### src/rtl/cqp_pkg.sv
// Package: shared address map, constants and variant type for the
// host command/reply queue port. Assumes byte addresses of 8 bits.
package cqp_pkg;
    typedef enum logic [0:0] {VAR_A = 1'b0, VAR_B = 1'b1} cqp_variant_e;

    localparam logic [7:0] OFS_DOORBELL = 8'h20;
    localparam logic [7:0] OFS_STATUS   = 8'h30;
    localparam logic [7:0] OFS_MASK     = 8'h34;
    localparam logic [7:0] OFS_REQUEST  = 8'h40;
    localparam logic [7:0] OFS_REPLY    = 8'h44;
    localparam logic [7:0] OFS_SCRATCH  = 8'hB0;
    localparam logic [7:0] OFS_CFG_TBL  = 8'hB4;
    localparam logic [7:0] OFS_CFG_MEM  = 8'hB8;

    localparam logic [31:0] WORD_EMPTY    = 32'hFFFF_FFFF;
    localparam logic [31:0] WORD_FW_READY = 32'hFFFF_0000;

    // Bit position used for both the mask and the pending flag.
    function automatic int unsigned flag_bit(cqp_variant_e v);
        return (v == VAR_B) ? 2 : 3;
    endfunction
endpackage

### src/rtl/cqp_fifo.sv
// Module: cqp_fifo
// Synchronous first-in first-out queue with first-word-through head output.
// Assumes DEPTH is a power of two. A push while full is discarded, even
// when a pop happens in the same cycle. A pop while empty is ignored.
module cqp_fifo #(
    parameter int unsigned WIDTH = 32,
    parameter int unsigned DEPTH = 8
) (
    input  logic             clk,
    input  logic             rst_n,
    input  logic             push,
    input  logic [WIDTH-1:0] push_data,
    input  logic             pop,
    output logic [WIDTH-1:0] head,
    output logic             empty,
    output logic             full
);
    localparam int unsigned AW = (DEPTH > 1) ? $clog2(DEPTH) : 1;

    logic [WIDTH-1:0] mem [DEPTH];
    logic [AW:0]      wr_ptr;
    logic [AW:0]      rd_ptr;
    logic [AW:0]      count;
    logic             do_push;
    logic             do_pop;

    // Occupancy and flags derived from the pointer difference.
    always_comb begin
        count   = wr_ptr - rd_ptr;
        empty   = (count == '0);
        full    = (count == (AW+1)'(DEPTH));
        do_push = push && !full;
        do_pop  = pop && !empty;
        head    = mem[rd_ptr[AW-1:0]];
    end

    // Pointer update on accepted pushes and pops.
    always_ff @(posedge clk) begin
        if (!rst_n) begin
            wr_ptr <= '0;
            rd_ptr <= '0;
        end else begin
            if (do_push) wr_ptr <= wr_ptr + 1'b1;
            if (do_pop)  rd_ptr <= rd_ptr + 1'b1;
        end
    end

    // Storage write; contents need no reset.
    always_ff @(posedge clk) begin
        if (do_push) mem[wr_ptr[AW-1:0]] <= push_data;
    end

    // a full queue never grows.
    assert_no_overflow_R2: assert property (@(posedge clk) disable iff (!rst_n)
        (full && push && !pop) |=> (count == $past(count)));

    // Occupancy never exceeds the depth.
    assert_count_bound_R11: assert property (@(posedge clk) disable iff (!rst_n)
        count <= (AW+1)'(DEPTH));
endmodule

### src/rtl/cqp_regs.sv
// Module: cqp_regs
// Host register file: decodes reads, latches the read data, pops the
// reply queue once per read strobe, holds the mask, doorbell and sticky
// overflow flag, and drives the registered interrupt. Assumes the queues
// live outside and report empty and head.
module cqp_regs
    import cqp_pkg::*;
#(
    parameter int unsigned  DATA_W      = 32,
    parameter int unsigned  ADDR_W      = 8,
    parameter int unsigned  FLAG_BIT    = 3,
    parameter logic [31:0]  CFG_TBL_LOC = 32'h0000_2000,
    parameter logic [31:0]  CFG_MEM_LOC = 32'h0000_0000
) (
    input  logic              clk,
    input  logic              rst_n,
    input  logic [ADDR_W-1:0] bus_addr,
    input  logic              bus_wr,
    input  logic              bus_rd,
    input  logic [DATA_W-1:0] bus_wdata,
    output logic [DATA_W-1:0] bus_rdata,
    input  logic              fw_ready,
    input  logic              req_overflow,
    input  logic              rep_empty,
    input  logic [DATA_W-1:0] rep_head,
    output logic              rep_pop,
    output logic              irq
);
    localparam logic [DATA_W-1:0] MASK_OFF = DATA_W'(1) << FLAG_BIT;

    logic [DATA_W-1:0] mask_q;
    logic [DATA_W-1:0] doorbell_q;
    logic              ovf_q;
    logic              rd_q;
    logic              rd_start;
    logic [DATA_W-1:0] rd_mux;

    // Read strobe edge detect and address decode of the read value.
    always_comb begin
        rd_start = bus_rd && !rd_q;
        rep_pop  = rd_start && (bus_addr == ADDR_W'(OFS_REPLY)) && !rep_empty;
        rd_mux   = '0;
        case (bus_addr)
            ADDR_W'(OFS_DOORBELL): rd_mux = doorbell_q;
            ADDR_W'(OFS_STATUS): begin
                rd_mux[FLAG_BIT] = !rep_empty;
                rd_mux[0]        = ovf_q;
            end
            ADDR_W'(OFS_MASK):    rd_mux = mask_q;
            ADDR_W'(OFS_REPLY):   rd_mux = rep_empty ? DATA_W'(WORD_EMPTY) : rep_head;
            ADDR_W'(OFS_SCRATCH): rd_mux = fw_ready ? DATA_W'(WORD_FW_READY) : '0;
            ADDR_W'(OFS_CFG_TBL): rd_mux = DATA_W'(CFG_TBL_LOC);
            ADDR_W'(OFS_CFG_MEM): rd_mux = DATA_W'(CFG_MEM_LOC);
            default:              rd_mux = '0;
        endcase
    end

    // Latch read data on the first edge of each read strobe.
    always_ff @(posedge clk) begin
        if (!rst_n) begin
            rd_q      <= 1'b0;
            bus_rdata <= '0;
        end else begin
            rd_q <= bus_rd;
            if (rd_start) bus_rdata <= rd_mux;
        end
    end

    // Host-writable mask and doorbell words.
    always_ff @(posedge clk) begin
        if (!rst_n) begin
            mask_q     <= MASK_OFF;
            doorbell_q <= '0;
        end else if (bus_wr) begin
            if (bus_addr == ADDR_W'(OFS_MASK))     mask_q     <= bus_wdata;
            if (bus_addr == ADDR_W'(OFS_DOORBELL)) doorbell_q <= bus_wdata;
        end
    end

    // Sticky request overflow flag and registered interrupt.
    always_ff @(posedge clk) begin
        if (!rst_n) begin
            ovf_q <= 1'b0;
            irq   <= 1'b0;
        end else begin
            if (req_overflow) ovf_q <= 1'b1;
            irq <= !rep_empty && !mask_q[FLAG_BIT];
        end
    end

    assert_empty_read_R4: assert property (@(posedge clk) disable iff (!rst_n)
        (rd_start && bus_addr == ADDR_W'(OFS_REPLY) && rep_empty)
            |-> (!rep_pop ##1 bus_rdata == DATA_W'(WORD_EMPTY)));

    assert_single_pop_R5: assert property (@(posedge clk) disable iff (!rst_n)
        (bus_rd && rd_q) |-> !rep_pop);

    assert_irq_gate_R7: assert property (@(posedge clk) disable iff (!rst_n)
        irq |-> $past(!rep_empty));

    assert_sticky_ovf_R2: assert property (@(posedge clk) disable iff (!rst_n)
        $past(ovf_q) |-> ovf_q);
endmodule

### src/rtl/cqp_host_port.sv
// Module: cqp_host_port (top)
// Host-facing command and reply queue port for a storage controller.
// The request queue is filled by host writes and drained by the device.
// The reply queue is filled by the device and drained by host reads.
// Assumes a single clock domain and a one-word bus with byte addresses.
module cqp_host_port
    import cqp_pkg::*;
#(
    parameter cqp_variant_e VARIANT     = VAR_A,
    parameter int unsigned  DATA_W      = 32,
    parameter int unsigned  ADDR_W      = 8,
    parameter int unsigned  REQ_DEPTH   = 8,
    parameter int unsigned  RSP_DEPTH   = 8,
    parameter logic [31:0]  CFG_TBL_LOC = 32'h0000_2000,
    parameter logic [31:0]  CFG_MEM_LOC = 32'h0000_0000
) (
    input  logic              clk,
    input  logic              rst_n,
    input  logic [ADDR_W-1:0] bus_addr,
    input  logic              bus_wr,
    input  logic              bus_rd,
    input  logic [DATA_W-1:0] bus_wdata,
    output logic [DATA_W-1:0] bus_rdata,
    output logic              req_valid,
    output logic [DATA_W-1:0] req_data,
    input  logic              req_pop,
    input  logic              rsp_push,
    input  logic [DATA_W-1:0] rsp_data,
    output logic              rsp_full,
    input  logic              fw_ready,
    output logic              irq
);
    localparam int unsigned FLAG_BIT = flag_bit(VARIANT);

    logic              req_push;
    logic              req_empty;
    logic              req_full;
    logic              rep_empty;
    logic              rep_pop;
    logic [DATA_W-1:0] rep_head;

    // Request-port write decode and device-side valid.
    always_comb begin
        req_push  = bus_wr && (bus_addr == ADDR_W'(OFS_REQUEST));
        req_valid = !req_empty;
    end

    cqp_fifo #(.WIDTH(DATA_W), .DEPTH(REQ_DEPTH)) u_req_q (
        .clk       (clk),
        .rst_n     (rst_n),
        .push      (req_push),
        .push_data (bus_wdata),
        .pop       (req_pop),
        .head      (req_data),
        .empty     (req_empty),
        .full      (req_full)
    );

    cqp_fifo #(.WIDTH(DATA_W), .DEPTH(RSP_DEPTH)) u_rsp_q (
        .clk       (clk),
        .rst_n     (rst_n),
        .push      (rsp_push),
        .push_data (rsp_data),
        .pop       (rep_pop),
        .head      (rep_head),
        .empty     (rep_empty),
        .full      (rsp_full)
    );

    cqp_regs #(
        .DATA_W      (DATA_W),
        .ADDR_W      (ADDR_W),
        .FLAG_BIT    (FLAG_BIT),
        .CFG_TBL_LOC (CFG_TBL_LOC),
        .CFG_MEM_LOC (CFG_MEM_LOC)
    ) u_regs (
        .clk          (clk),
        .rst_n        (rst_n),
        .bus_addr     (bus_addr),
        .bus_wr       (bus_wr),
        .bus_rd       (bus_rd),
        .bus_wdata    (bus_wdata),
        .bus_rdata    (bus_rdata),
        .fw_ready     (fw_ready),
        .req_overflow (req_push && req_full),
        .rep_empty    (rep_empty),
        .rep_head     (rep_head),
        .rep_pop      (rep_pop),
        .irq          (irq)
    );
endmodule

### config.mk
export PLATFORM = sky130hd
export DESIGN_NAME = cqp_host_port
export DESIGN_NICKNAME = d
export VERILOG_FILES = /design/src/rtl/cqp_pkg.sv /design/src/rtl/cqp_fifo.sv /design/src/rtl/cqp_regs.sv /design/src/rtl/cqp_host_port.sv
export SDC_FILE = /design/constraint.sdc
export NUM_CORES = 1
export LEC_CHECK = 0
export BUFFER_PORTS_ARGS = -buffer_cell sky130_fd_sc_hd__buf_2
export CORE_UTILIZATION = 47
export CTS_BUF_LIST = sky130_fd_sc_hd__clkbuf_4
export DETAILED_ROUTE_END_ITERATION = 16
export PLACE_DENSITY = 0.7
export SYNTH_ARGS = -nofsm -noshare
export SYNTH_HDL_FRONTEND = slang
export SYNTH_SLANG_ARGS = --single-unit
### constraint.sdc
create_clock -name clk -period 5.1 [get_ports clk]
set_input_delay 0.51 -clock clk [delete_from_list [all_inputs] [get_ports clk]]
set_output_delay 0.51 -clock clk [all_outputs]
set_load 0.05 [all_outputs]
==> impl_metrics.ini <==
[power]
power_uw = 10900
powerDensity_mw_per_mm2 = 375
p_leak_uw = 0.00984
ir_drop_uv = 163

[cells_and_area]
layout_common_cells = 512 x edfxtp_1, 232 x clkbuf_4, 161 x nand2_1
syn2layout_area_growth_pct = 16.7
fin_nets = 1841
final_common_cell = edfxtp_1
drive_above_1_share_pct = 34.6
fill_cells = 4174

[setup_path]
crit_fanout = 42
worstPathRequired_ps = 4590
cp_slowest_stage_delay_ps = 1080
rr_startpoint = u_req_q.wr_ptr[2]$_SDFFE_PN0P_
ff2ff_setup_slack_ps = 1730
rr_worst_depth = 7
worstPathArrival_ps = 3430
crit_path_end_kind = primary output
cpMaxStageDelayCell = dfxtp_2
path_class = flop to primary output
path_depth = 4
endpoint = req_data[19]
critPathBufInv = 2
cp_top_family = flip-flops
worstSetupStartpointType = flop
worstPathCellList = buf_4 > mux4_2 > mux2_2 > buf_2
r2r-end = u_req_q.mem[3][5]$_DFFE_PP_

[global_routing]
grt_use_total_pct = 20.8
antenna_found_initial = 6
grt_max_degree = 74
grt-ovfl-total = 0
grt_pass1_wl_mm = 82.9
grt_pass1_vias = 14600

[clocking]
clockBufferDepth = 3
clkLatencyLatePin_ps = 970
clk_pin_slew_ps = 70
cts_made_buffers = 159
ctsRootBufferMaster = clkbuf_4
cts-resized-gates = 0
h-tree-depth = 4
cts_tree = done
clkSinkCount = 633

[synth]
yosys_warnings = 0
synth_cells = 1430
syn_area_per_cell_um2 = 17.4
syn-cell-area_mm2 = 0.0249
synth-seq-cells = 633
synth_edf_count = 512
ys_types = 56
ys_async_sr_fraction_pct = 0
yosysSeqAreaShare_pct = 71.4
synthFlopType = edfxtp_1
syn-num-nets = 1519

[floorplan]
die_x_um = 232
io_pins = 146
die_h_um = 232
core_mm2 = 0.0524
initial_core_util_pct = 47.5
die-area_mm2 = 0.0539
rows = 84

[timing]
drv_slew = 0
fin_skew_ps = 46.9
max-slew-margin-rel_pct = 10.8
setup-tns-final_ps = 0
finalHoldViolCount = 0
fin_crit_ps = 3940
rsz0062_at_grt = no
fin_crit_sh_pct = 77.2
fmax_mhz = 254
worst_pin_slew_ps = 1330
finalSetupViolCount = 0

[min_path]
hold_class = primary input to flop
whs_path_depth = 2

[placed_design]
gp_congestion = 0.767
dp_hpwl_mm = 32.6
portBuffers = 145

[route]
dr.pass1.iters = 5
wire_per_inst_um = 21.2
drc = 0
initialDrtViolationCount = 928
routed_wirelength_mm = 54.1
ant_nets = 0
vias = 14000
viasPerCell = 5.49

[run]
maxCapViolCount = 0

[run_status]
status = finished, final reports clean
-- repair_timing --
item,CTS,global route
buffers inserted,0,0
endpoints found under the hold margin,587,0
hold buffers,68,0
-- flip-flops by register name, indices dropped and copies added, names as in the netlist, named ones only --
signal             count
u_regs.irq             1
u_regs.ovf_q           1
u_rsp_q.mem          256
u_regs.mask_q         32
u_regs.rd_q            1
u_rsp_q.wr_ptr         4
u_regs.doorbell_q     32
u_req_q.rd_ptr         4
u_regs.bus_rdata      32
u_req_q.mem          256
u_req_q.wr_ptr         4
u_rsp_q.rd_ptr         4
-- cells in the mapped netlist, types with 2 or more instances --
cell	number	area, um^2
edfxtp_1	512	15400
nand2_1	161	604
mux4_2	128	2880
dfxtp_1	121	2420
a21oi_1	53	265
clkbuf_1	53	199
mux2_2	47	529
a21boi_0	40	300
o21ai_0	37	185
a21boi_1	31	233
and2_1	23	144
buf_2	21	105
mux2i_1	20	200
a211o_1	16	140
a221oi_1	14	123
nor2_1	12	45.0
nand3_1	11	55.1
ha_1	10	125
inv_1	10	37.5
nand2b_1	9	56.3
o221a_2	9	101
o221a_1	8	90.1
buf_6	7	78.8
nor3_1	7	35.0
nor3b_1	7	52.6
or3_1	7	43.8
xnor2_1	6	52.6
and3_1	5	31.3
buf_1	5	18.8
o21a_1	3	22.5
o41ai_2	3	48.8
xor2_1	3	26.3
buf_4	2	15.0
nand3b_1	2	15.0
nor4_1	2	12.5
o211ai_1	2	15.0
o31ai_1	2	15.0
or2_2	2	12.5
or4_1	2	15.0
-- layout make-up --
cell class              instances  area [um^2]  share of cell area (%)
multi-input cells             699         6760                    23.3
repair buffers                249         1680                    5.77
well taps                     688          861                    2.96
clock inverters                31          174                   0.598
clock buffers                 232         1740                    5.99
inverters                      10         37.5                   0.129
flip-flops and latches        633        17800                    61.2
diodes                          9         22.5                  0.0774
-- metrics by stage --
step | cell area, um^2 | setup slack, ps | util (%) | hold WS, ps | cells
6_report | 29100 | 1160 | 55.5 | 112 | 2551
5_1_grt | 29100 | 947 | 55.4 | 59.0 | 2547
4_1_cts | 29100 | 1020 | 55.4 | 16.5 | 2542
3_5_place_dp | 26500 | 1250 | 50.5 | 447 | 2211
3_3_place_gp | 26500 | 1300 | 50.5 | 441 | 2211
2_1_floorplan | 24900 | 610 | - | 412 | 1430
-- layer usage --
layer	vias up	wire (um)	GRT usage, %
met5	-	33	0
met4	6	1100	8.00
met3	85	3660	5.91
met2	437	26800	33.8
met1	7074	22600	26.2
li1	6401	-	-
-- power breakdown --
group / total, uW / switching, uW / internal, uW
registers: 5740 / 86.3 / 5650
logic: 1110 / 668 / 447
clock network: 4070 / 1900 / 2160
total: 10900 / 2660 / 8260
-- cell families (layout without fill, tap and decap cells) --
kind of cell	count (synthesis)	after routing	share of synthesized area (%)
mux	195	195	14.5
flops	633	633	71.4
compound gates	227	227	6.53
simple gates	258	258	4.91
xor+xnor	9	9	0.316
buf+inv	98	522	1.82
fa+ha+maj	10	10	0.502
other cells	0	9	0
-- how the worst min path moves through the flow --
stage | startpoint | end
after floorplan | u_regs.mask_q[3]$_SDFFE_PN1P_ | u_regs.irq$_SDFF_PN0_
after global placement | u_regs.doorbell_q[11]$_SDFFE_PN0P_ | u_regs.doorbell_q[11]$_SDFFE_PN0P_
after detailed placement | u_regs.doorbell_q[28]$_SDFFE_PN0P_ | u_regs.doorbell_q[28]$_SDFFE_PN0P_
after CTS | rst_n | u_req_q.wr_ptr[3]$_SDFFE_PN0P_
after global routing | rst_n | u_regs.mask_q[27]$_SDFFE_PN0P_
final | rst_n | u_req_q.wr_ptr[3]$_SDFFE_PN0P_
No activity file was read; power rests on OpenSTA's default activity.
